<file path="config.mk">
export PLATFORM = sky130hd
export DESIGN_NAME = fetch_decoder
export DESIGN_NICKNAME = d
export VERILOG_FILES = /design/src/rtl/fetch_pkg.sv /design/src/rtl/opcode_split.sv /design/src/rtl/field_align.sv /design/src/rtl/pc_advance.sv /design/src/rtl/fetch_decoder.sv
export SDC_FILE = /design/constraint.sdc
export NUM_CORES = 1
export LEC_CHECK = 0
export ABC_AREA = 1
export BUFFER_PORTS_ARGS = -buffer_cell sky130_fd_sc_hd__buf_2
export CAP_MARGIN = 20
export CORE_ASPECT_RATIO = 1.75
export CORE_UTILIZATION = 37
export DETAILED_ROUTE_END_ITERATION = 6
export PLACE_DENSITY = 0.89
export SLEW_MARGIN = 20
export SYNTH_ARGS = -nofsm -noshare
export SYNTH_HDL_FRONTEND = slang
export SYNTH_SLANG_ARGS = --single-unit
</file>
<file path="constraint.sdc">
create_clock -name vclk -period 2
set_input_delay 0.1 -clock vclk [all_inputs]
set_output_delay 0.1 -clock vclk [all_outputs]
set_load 0.05 [all_outputs]
</file>
<file path="src/rtl/fetch_pkg.sv">
package fetch_pkg;

  typedef enum logic [3:0] {
    OP_HALT  = 4'h0,
    OP_NOP   = 4'h1,
    OP_MOVE  = 4'h2,
    OP_LDIMM = 4'h3,
    OP_STORE = 4'h4,
    OP_LOAD  = 4'h5,
    OP_ALU   = 4'h6,
    OP_JUMP  = 4'h7,
    OP_CALL  = 4'h8,
    OP_RET   = 4'h9,
    OP_PUSH  = 4'hA,
    OP_POP   = 4'hB
  } opcode_e;

  localparam logic [3:0] REG_NONE = 4'hF;
  localparam logic [3:0] FN_NONE  = 4'h0;

  function automatic logic op_has_regs(input logic [3:0] op);
    case (op)
      OP_MOVE, OP_LDIMM, OP_STORE, OP_LOAD, OP_ALU, OP_PUSH, OP_POP: return 1'b1;
      default: return 1'b0;
    endcase
  endfunction

  function automatic logic op_has_const(input logic [3:0] op);
    case (op)
      OP_LDIMM, OP_STORE, OP_LOAD, OP_JUMP, OP_CALL: return 1'b1;
      default: return 1'b0;
    endcase
  endfunction

  function automatic logic op_known(input logic [3:0] op);
    return op <= OP_POP;
  endfunction

  // Instruction length in bytes from the two presence flags
  function automatic int unsigned fetch_len(input logic has_regs,
                                            input logic has_const,
                                            input int unsigned word_bytes);
    return 1 + (has_regs ? 1 : 0) + (has_const ? word_bytes : 0);
  endfunction

endpackage

</file>
<file path="src/rtl/opcode_split.sv">
module opcode_split
  import fetch_pkg::*;
(
  input  logic [7:0] lead_byte,
  input  logic       mem_err,
  output logic [3:0] op,
  output logic [3:0] fn
);
  always_comb begin
    if (mem_err) begin
      op = OP_NOP;
      fn = FN_NONE;
    end else begin
      op = lead_byte[7:4];
      fn = lead_byte[3:0];
    end
  end
endmodule

</file>
<file path="src/rtl/field_align.sv">
module field_align
  import fetch_pkg::*;
#(
  parameter int WORD_BYTES = 4,
  localparam int WIN_BYTES = WORD_BYTES + 2,
  localparam int CONST_W   = WORD_BYTES * 8
) (
  input  logic [WIN_BYTES*8-1:0] win,
  input  logic                   has_regs,
  input  logic                   has_const,
  output logic [3:0]             reg_a,
  output logic [3:0]             reg_b,
  output logic [CONST_W-1:0]     word
);
  logic [CONST_W-1:0] word_after_regs;
  logic [CONST_W-1:0] word_after_op;

  for (genvar k = 0; k < WORD_BYTES; k++) begin : g_bytes
    assign word_after_regs[k*8 +: 8] = win[(k+2)*8 +: 8];
    assign word_after_op[k*8 +: 8]   = win[(k+1)*8 +: 8];
  end

  always_comb begin
    reg_a = has_regs ? win[15:12] : REG_NONE;
    reg_b = has_regs ? win[11:8]  : REG_NONE;
    if (!has_const)    word = '0;
    else if (has_regs) word = word_after_regs;
    else               word = word_after_op;
  end
endmodule

</file>
<file path="src/rtl/pc_advance.sv">
module pc_advance
  import fetch_pkg::*;
#(
  parameter int ADDR_W     = 32,
  parameter int WORD_BYTES = 4
) (
  input  logic [ADDR_W-1:0] pc,
  input  logic              has_regs,
  input  logic              has_const,
  output logic [ADDR_W-1:0] next_pc
);
  logic [ADDR_W-1:0] step;
  assign step    = ADDR_W'(fetch_len(has_regs, has_const, WORD_BYTES));
  assign next_pc = pc + step;
endmodule

</file>
<file path="src/rtl/fetch_decoder.sv">
module fetch_decoder
  import fetch_pkg::*;
#(
  parameter int ADDR_W     = 32,
  parameter int WORD_BYTES = 4,
  localparam int WIN_BYTES = WORD_BYTES + 2,
  localparam int CONST_W   = WORD_BYTES * 8
) (
  input  logic [ADDR_W-1:0]      pc,
  input  logic [WIN_BYTES*8-1:0] instr_win,
  input  logic                   imem_error,
  output logic [3:0]             icode,
  output logic [3:0]             ifun,
  output logic [3:0]             ra,
  output logic [3:0]             rb,
  output logic [CONST_W-1:0]     valc,
  output logic [ADDR_W-1:0]      valp,
  output logic                   instr_valid
);
  // Named internal events, visible to the checker and in waveforms
  logic has_regs;
  logic has_const;

  opcode_split u_split (
    .lead_byte (instr_win[7:0]),
    .mem_err   (imem_error),
    .op        (icode),
    .fn        (ifun)
  );

  assign has_regs    = op_has_regs(icode);
  assign has_const   = op_has_const(icode);
  assign instr_valid = op_known(icode);

  field_align #(.WORD_BYTES(WORD_BYTES)) u_align (
    .win       (instr_win),
    .has_regs  (has_regs),
    .has_const (has_const),
    .reg_a     (ra),
    .reg_b     (rb),
    .word      (valc)
  );

  pc_advance #(.ADDR_W(ADDR_W), .WORD_BYTES(WORD_BYTES)) u_pc (
    .pc        (pc),
    .has_regs  (has_regs),
    .has_const (has_const),
    .next_pc   (valp)
  );
endmodule

</file>
Word-level counts from Yosys, hierarchy flattened:

Cells that the tools add are included.

* $add $sub $neg: 3
* order comparisons: 1
* equal/unequal tests: 9
* mux-type cells: 10
* reductions and logical operators: 2

Operators by type and width (number)
* adder 32 bit: 2
* 2-to-1 mux 32 bit: 2
* adder 1 x 32 -> 32 bit (first input constant): 1
* == test 4 x 3 -> 1 bit (second input constant): 4
* 2-to-1 mux 4 bit: 4
* == test 4 bit (second input constant): 3
* == test 4 x 2 -> 1 bit (second input constant): 2
* OR reduction 7 bit: 1
* OR reduction 5 bit: 1
* less-or-equal comparator 4 bit (second input constant): 1
* 2-to-1 mux 1 bit: 3
* 2-to-1 mux 3 bit: 1

* flip-flop bits (word level): 0
* input bits: 81
* output and inout bits: 81
* word-level logic and storage cells: 25

Logic depth before layout (Yosys ltp):

Gate-level depths: netlist of run 1.

* depth in word-level cells: 8
* mapped depth: 18
* depth with buffers taken out: 17

By module:

From an unflattened synthesis of run 1, not the netlist that was laid out.

* cell total of the unflattened synthesis: 435
* area, all modules: 2278.4 µm²

Modules (own cells, without submodules)
* pc_advance: times used 1, cells an instance 216, area each 1064.8 µm², sequential area each 0.0 µm²
* field_align: times used 1, cells an instance 187, area each 1061.0 µm², sequential area each 0.0 µm²
* opcode_split: times used 1, cells an instance 18, area each 95.1 µm², sequential area each 0.0 µm²
* fetch_decoder: times used 1, cells an instance 14, area each 57.6 µm², sequential area each 0.0 µm²

Worst setup path before layout of run 1:

No wires, ideal clock.

* kind: input-to-output
* from: input instr_win[5]
* to: output valp[30]
* data arrival time: 3.195 ns
* required time: 1.900 ns
* slack: -1.295 ns
* stages on the path: 15
* path buffers: 1
* cells stage by stage: inv_1 -> nor2_1 -> nand2_1 -> inv_2 -> nor2_8 -> buf_6 -> ha_1 -> inv_1 -> ha_1 -> nand2_1 -> nand2_1 -> nand4_1 -> nor2_1 -> nand2_1 -> xor2_1

* longest elaborated chain between the ends: 8
* elaborated cells on any way between the ends: 19
* those cells by class: add/sub (3); eq/ne (9); mux (5); reduce/logical (2)

Ends and longest elaborated chain
* from (decl): line fetch_decoder.sv:10 `input logic [WIN_BYTES*8-1:0] instr_win,`
* 2-to-1 mux 4 bit *: line opcode_split.sv:10 `if (mem_err) begin`
* via icode[1]: line fetch_decoder.sv:12 `output logic [3:0] icode,`
* == test 4 x 2 -> 1 bit (tied with other cells): line fetch_pkg.sv:22, fetch_pkg.sv:29
* OR reduction 7 bit: line fetch_pkg.sv:22 `case (op)`
* 2-to-1 mux 1 bit: line fetch_pkg.sv:22
* 2-to-1 mux 1 bit: line fetch_pkg.sv:43 `return 1 + (has_regs ? 1 : 0) + (has_const ? word_bytes : 0);`
* adder 1 x 32 -> 32 bit: line fetch_pkg.sv:43
* adder 32 bit *: line fetch_pkg.sv:43
* adder 32 bit *: line pc_advance.sv:14 `assign next_pc = pc + step;`
* to (decl): line fetch_decoder.sv:17 `output logic [ADDR_W-1:0] valp,`

The timed path passes the listed nets; every way through them passes the cells marked *.

Worst setup path in the final report of run 1:

* from: input imem_error
* to: output valp[14]

* longest elaborated chain between the ends: 8
* elaborated cells on any way between the ends: 19
* those cells by class: add/sub (3); eq/ne (9); mux (5); reduce/logical (2)

Ends and longest elaborated chain
* from (decl): line fetch_decoder.sv:11 `input logic imem_error,`
* 2-to-1 mux 4 bit *: line opcode_split.sv:10
* == test 4 x 2 -> 1 bit (tied with other cells): line fetch_pkg.sv:22, fetch_pkg.sv:29
* OR reduction 7 bit: line fetch_pkg.sv:22
* 2-to-1 mux 1 bit: line fetch_pkg.sv:22
* 2-to-1 mux 1 bit: line fetch_pkg.sv:43
* adder 1 x 32 -> 32 bit: line fetch_pkg.sv:43
* adder 32 bit *: line fetch_pkg.sv:43
* adder 32 bit *: line pc_advance.sv:14

Mark *: on every way between the ends. The rest lies on a longest branch, timed or not.

==> results of run 1 <==
-- synthesized netlist by cell type --
master and count:
nand2_1 126, nor2_8 1, nor2_2 1, o21ai_0 2, and3_1 1, inv_2 2, o21ai_1 1, nand3_1 15
nand3_4 1, nand3b_1 3, ha_1 4, nand4_1 36, nor2_4 1, buf_6 3, xnor2_1 4, inv_1 69
nor3_1 11, buf_2 6, clkbuf_1 4, buf_1 2, xor2_1 16, nor2_1 106, nand2_2 2, a21oi_1 1
-- layout make-up --
type / count / area [um^2]
inverter: 71 / 302.8
multi-input combinational: 332 / 2282
timing repair buffer: 199 / 1414
fill: 296 / 910.9
tap: 54 / 67.56
-- routing by layer --
metal	up-vias	GRT usage (%)	part of all wire [%]
met1	1581	30.31	32
met4	0	17.45	6.2
met3	45	3.462	7.3
li1	1646	-	-
met5	-	0	0
met2	219	62.71	55
-- power groups by stage --
| stage | registers (mW) | logic [mW] | clock network [mW] |
|---|---|---|---|
| after floorplan | 0 | 0.630 | 0 |
| after global placement | 0 | 0.890 | 0 |
| after detailed placement | 0 | 0.900 | 0 |
| after CTS | 0 | 0.975 | 0 |
| after global routing | 0 | 1.10 | 0 |
| final | 0 | 1.04 | 0 |
-- worst paths after layout --
check,to,slack [ns]
hold / removal,ifun[0],0.56
setup / recovery,valp[14],-0.23
-- stage by stage --
step	setup TNS, ns	power [mW]	setup slack, ns	hold WS (ns)
after global placement	-5.900	0.8901	-0.3578	0.5538
after global routing	-5.891	1.099	-0.3505	0.5785
final	-3.716	1.043	-0.2320	0.5636
after CTS	-2.153	0.9751	-0.1855	0.5410
after detailed placement	-8.259	0.9001	-0.4542	0.5586
after floorplan	-7.370	0.6303	-0.3526	0.2627
-- kinds of logic after synthesis --
group	after synthesis	synth area share, %
AOI/OAI and AO/OA	4	1.042
xor gates and xnor gates	20	9.120
adders and majority gates	4	2.606
buffers and inverters	86	18.37
and+or+nand+nor	304	68.86
-- what timing repair did --
item / 4_1_cts / 5_1_grt
endpoints found under the setup margin: 29 / 37
setup buffers: 4 / 6
pin swaps: 33 / 37
gates resized for setup: 93 / 50
==> impl_results.md, run 1 <==
* Antenna cells at 0
* Switch Pwr at 0.6929 mW
* Seq_cells at 0
* DIE WIDTH at 56.46 um
* Gr usage total at 31.88%
* Crit share post-route at 111.6%
* DR iter-0 viols at 248
* WP data arrival at 2.13 ns
* Area growth syn-to-layout at 111.7%
* Leak Pwr at 2.223 nW
* Share of post-route cells with drive strength above 1 at 49.83%
* Seq pwr share at 0%
* Worst path max stage delay at 0.27 ns
* Final Hold Viols at 0
* YS warnings at 0
* Crit-path most repeated cell: buf_12
* Fin area at between 0.004 and 0.005 mm^2
* Final std cells w/o fill at 656
* Worst-Margin Slew at 0.6580 ns
* PnR worst setup slack at -0.2320 ns
* Die area at 0.005494 mm^2
* Layout Nets at 689
* Final worst path period need at 2.232 ns
* Starting Density at 38.59%
* Pwr dens at 256.5 mW/mm^2
* DRC at 0
* Tightest Hold Check Type: input pin to primary output
* Worst Path Buf+Inv at 6
* Site Rows at 34
* Max transition margin at 55.79%
* Post-placement cell area at 0.003542 mm^2
* Post-Syn Area at 0.001921 mm^2
* First-pass GRT wire length at 14.43 mm
* Cells along the critical path: buf_12 -> clkinv_8 -> buf_12 -> nand2_8 -> nor2_4 -> nand2_2 -> nand3_4 -> nor2_8 -> ha_4 -> inv_4 -> ha_4 -> nand2_4 -> nand2_2 -> nand4_1 -> nor2_4 -> buf_12 -> xor2_4 -> buf_6
* Outcome: finished, violations left
* Fin util at 81.70%
* Violated checks: negative setup slack
* Vias in the first global route at around 3300
* DR vias/cell at 5.322
* Max_cap viols at 0
* Sw Share at approximately two thirds
* Hold buffer count at CTS at 0
* CP startpoint: imem_error
* Avg WL per Cell at 14.81 um
* Total gr overflow at 0
* Syn avg cell area at approximately 4.6 um^2
* Cell internal pwr at 0.3503 mW
* Clock share of power at 0%
* Library cells used by synthesis at 24
* RSZ-0062 raised after global routing: true
* Core footprint at between 0.004 and 0.005 mm^2
* Delay-heaviest family, CP: simple AND/OR/NAND/NOR gates
* Cells after synthesis at 418
* Seq. cell area at 0 um^2
* Peak Freq at 448.0 MHz
* Max-slew violation count at 0
* CP Max Fanout at 5
* Initial antenna violation count at 0
* Gpl congestion at 1.009
* Post-synthesis sequential area ratio at 0%
* Synth top area share at about a quarter
* CP Depth at 18
* Die height at just under 100 um
* Hold_sp: instr_win[0]
* Crit path capture type: primary output
* Yosys top cell by area: nand2_1
* Clock buffers at 0
* WP data required at 1.90 ns
* Most frequent cells in the layout: 128 x buf_2, 93 x nor2_1, 91 x nand2_1
* Synth top area cells: nand2_1 25%, nor2_1 21%, inv_1 13%
* Gate power share at 100.0%
* Largest net degree at the start of global routing at 34
* Placed Cells at around 650
* Routed WL at 9.715 mm
* Post-synth net total at 503
* Pre-antenna DRT Iters at 6
* Final setup violation count at 25
* Worst IR Drop VDD at 301.3 uV
* Hpwl dp at 6.716 mm
* IO Port Bufs at 162
* Detail Route Antenna Nets at 0
* Vias after detailed routing at 3491
* Critical path type: input pin to primary output
* Ports at approximately 160
* Commonest non-fill, non-tap cell in the layout: buf_2
* Startpoint Class: input pin
* Hold depth at 4
* Slowest cell on the critical path: nor2_4
Power figures use the tool's default switching activity.
==> run 2, diff against run 1 <==
--- a/config.mk
+++ b/config.mk
@@ -12,6 +12,7 @@
 export CORE_UTILIZATION = 37
 export DETAILED_ROUTE_END_ITERATION = 6
 export PLACE_DENSITY = 0.89
+export SETUP_SLACK_MARGIN = 0.02
 export SLEW_MARGIN = 20
 export SYNTH_ARGS = -nofsm -noshare
 export SYNTH_HDL_FRONTEND = slang
==> impl_results.md, run 2 (same netlist as run 1, synthesis figures left out) <==
* Max_cap viols at 0
* IO Port Bufs at around 160
* Leak Pwr at between 2 and 2.5 nW
* First-pass GRT wire length at 14.01 mm
* Vias after detailed routing at 3406
* Final worst path period need at 2.188 ns
* CP Max Fanout at 6
* Hpwl dp at about 6.5 mm
* Die height at 97.31 um
* Initial antenna violation count at 0
* Crit path capture type: primary output
* Share of post-route cells with drive strength above 1 at between 40% and 50%
* Pwr dens at around 250 mW/mm^2
* Area growth syn-to-layout at 110.4%
* Crit share post-route at 109.4%
* Hold_sp: pc[7]
* Worst path max stage delay at 0.31 ns
* Ports at ~160
* Gpl congestion at 0.9991
* Worst IR Drop VDD at 250.6 uV
* Layout Nets at 690
* Critical path type: input pin to primary output
* Violated checks: negative setup slack
* Fillers at 303
* Seq. cell area at 0 um^2
* Pre-antenna DRT Iters at 5
* Site Rows at 34
* Worst-Margin Slew at 0.5161 ns
* Hold_ws at 0.5456 ns
* Post-placement cell area at 0.003500 mm^2
* Seq_cells at 0
* Most frequent cells in the layout: 127 x buf_2, 94 x nor2_1, 93 x nand2_1
* Largest net degree at the start of global routing at 34
* DR iter-0 viols at ~240
* Tightest Hold Check Type: input pin to primary output
* Worst slack, placed at -0.4467 ns
* Fin area at 0.004040 mm^2
* Die area at approximately 0.0055 mm^2
* RSZ-0062 raised after global routing: true
* Avg WL per Cell at 14.15 um
* Vias in the first global route at 3205
* Clock buffers at 0
* Detail Route Antenna Nets at 0
* Outcome: finished, violations left
* Commonest non-fill, non-tap cell in the layout: buf_2
* Final setup violation count at 24
* Routed WL at 9.297 mm
* DRC at 0
* Core footprint at 0.004977 mm^2
* Final Hold Viols at 0
* Startpoint Class: input pin
* CP startpoint: imem_error
* DR vias/cell at 5.184
* Footprint of the multi-input gates at ~0.0023 mm^2
* Antenna cells at 0
* Peak Freq at 457.0 MHz
* Cells along the critical path: buf_12 -> clkinv_8 -> nand2_1 -> nor2_1 -> nor2_2 -> nand3_4 -> ha_4 -> nand2_4 -> o21ai_4 -> buf_6 -> nand2_4 -> nor2_4 -> buf_12 -> xor2_4 -> buf_6
* WP data required at ~1.9 ns
* Gr usage total at 30.75%
* PnR Total Power at between 1 and 1.5 mW
* Max transition margin at 65.33%
* Slowest cell on the critical path: ha_4
* Max-slew violation count at 0
* Starting Density at 38.59%
* WP data arrival at 2.09 ns
* Fin util at 81.17%
* PnR worst setup slack at -0.1881 ns
* Total gr overflow at 0
* DIE WIDTH at 56.46 um
run 2: area by class of cell:
type	count	share of cell area (%)
Timing Repair Buffer	200	35.03
Tap cell	54	1.672
Multi-Input combinational cell	332	55.87
Inverter	71	7.433
run 2: per-stage QoR:
stage               setup TNS (ns)  std cells
finish                      -2.223        657
global route                -4.329        657
CTS                         -1.343        651
detailed placement          -7.545        647
global placement            -5.482        647
floorplan                   -7.370        418
run 2: final timing paths:
| kind | to | slack [ns] | depth (start not counted) |
|---|---|---|---|
| setup / recovery | valp[13] | -0.19 | 15 |
| hold / removal | valp[7] | 0.55 | 3 |
run 2: per-layer routing:
metal / up-vias / track usage [%] / routed length [um]
li1: 1645 / - / -
met1: 1522 / 31.13 / 3087
met2: 206 / 62.99 / 5169
met3: 33 / 1.465 / 655
met4: 0 / 9.944 / 385
met5: - / 0 / 0
run 2: report_power, final:
| group | leakage (nW) | switching (mW) | internal, mW |
|---|---|---|---|
| sequential | 0 | 0 | 0 |
| combinational | 2.24 | 0.684 | 0.340 |
| clock | 0 | 0 | 0 |
run 2: critical path, delay by kind of cell:
family,cells,cell delay (ns)
AOI/OAI and AO/OA,1,0.18
buffers and inverters,5,0.63
adders and majority gates,1,0.31
xor gates and xnor gates,1,0.15
and+or+nand+nor,7,0.68
run 2: what timing repair did:
item | in CTS | in global routing
endpoints found under the setup margin | 28 | 33
hold buffers | 0 | 0
setup buffers | 4 | 7
resized for setup | 90 | 44
pin swaps | 28 | 17
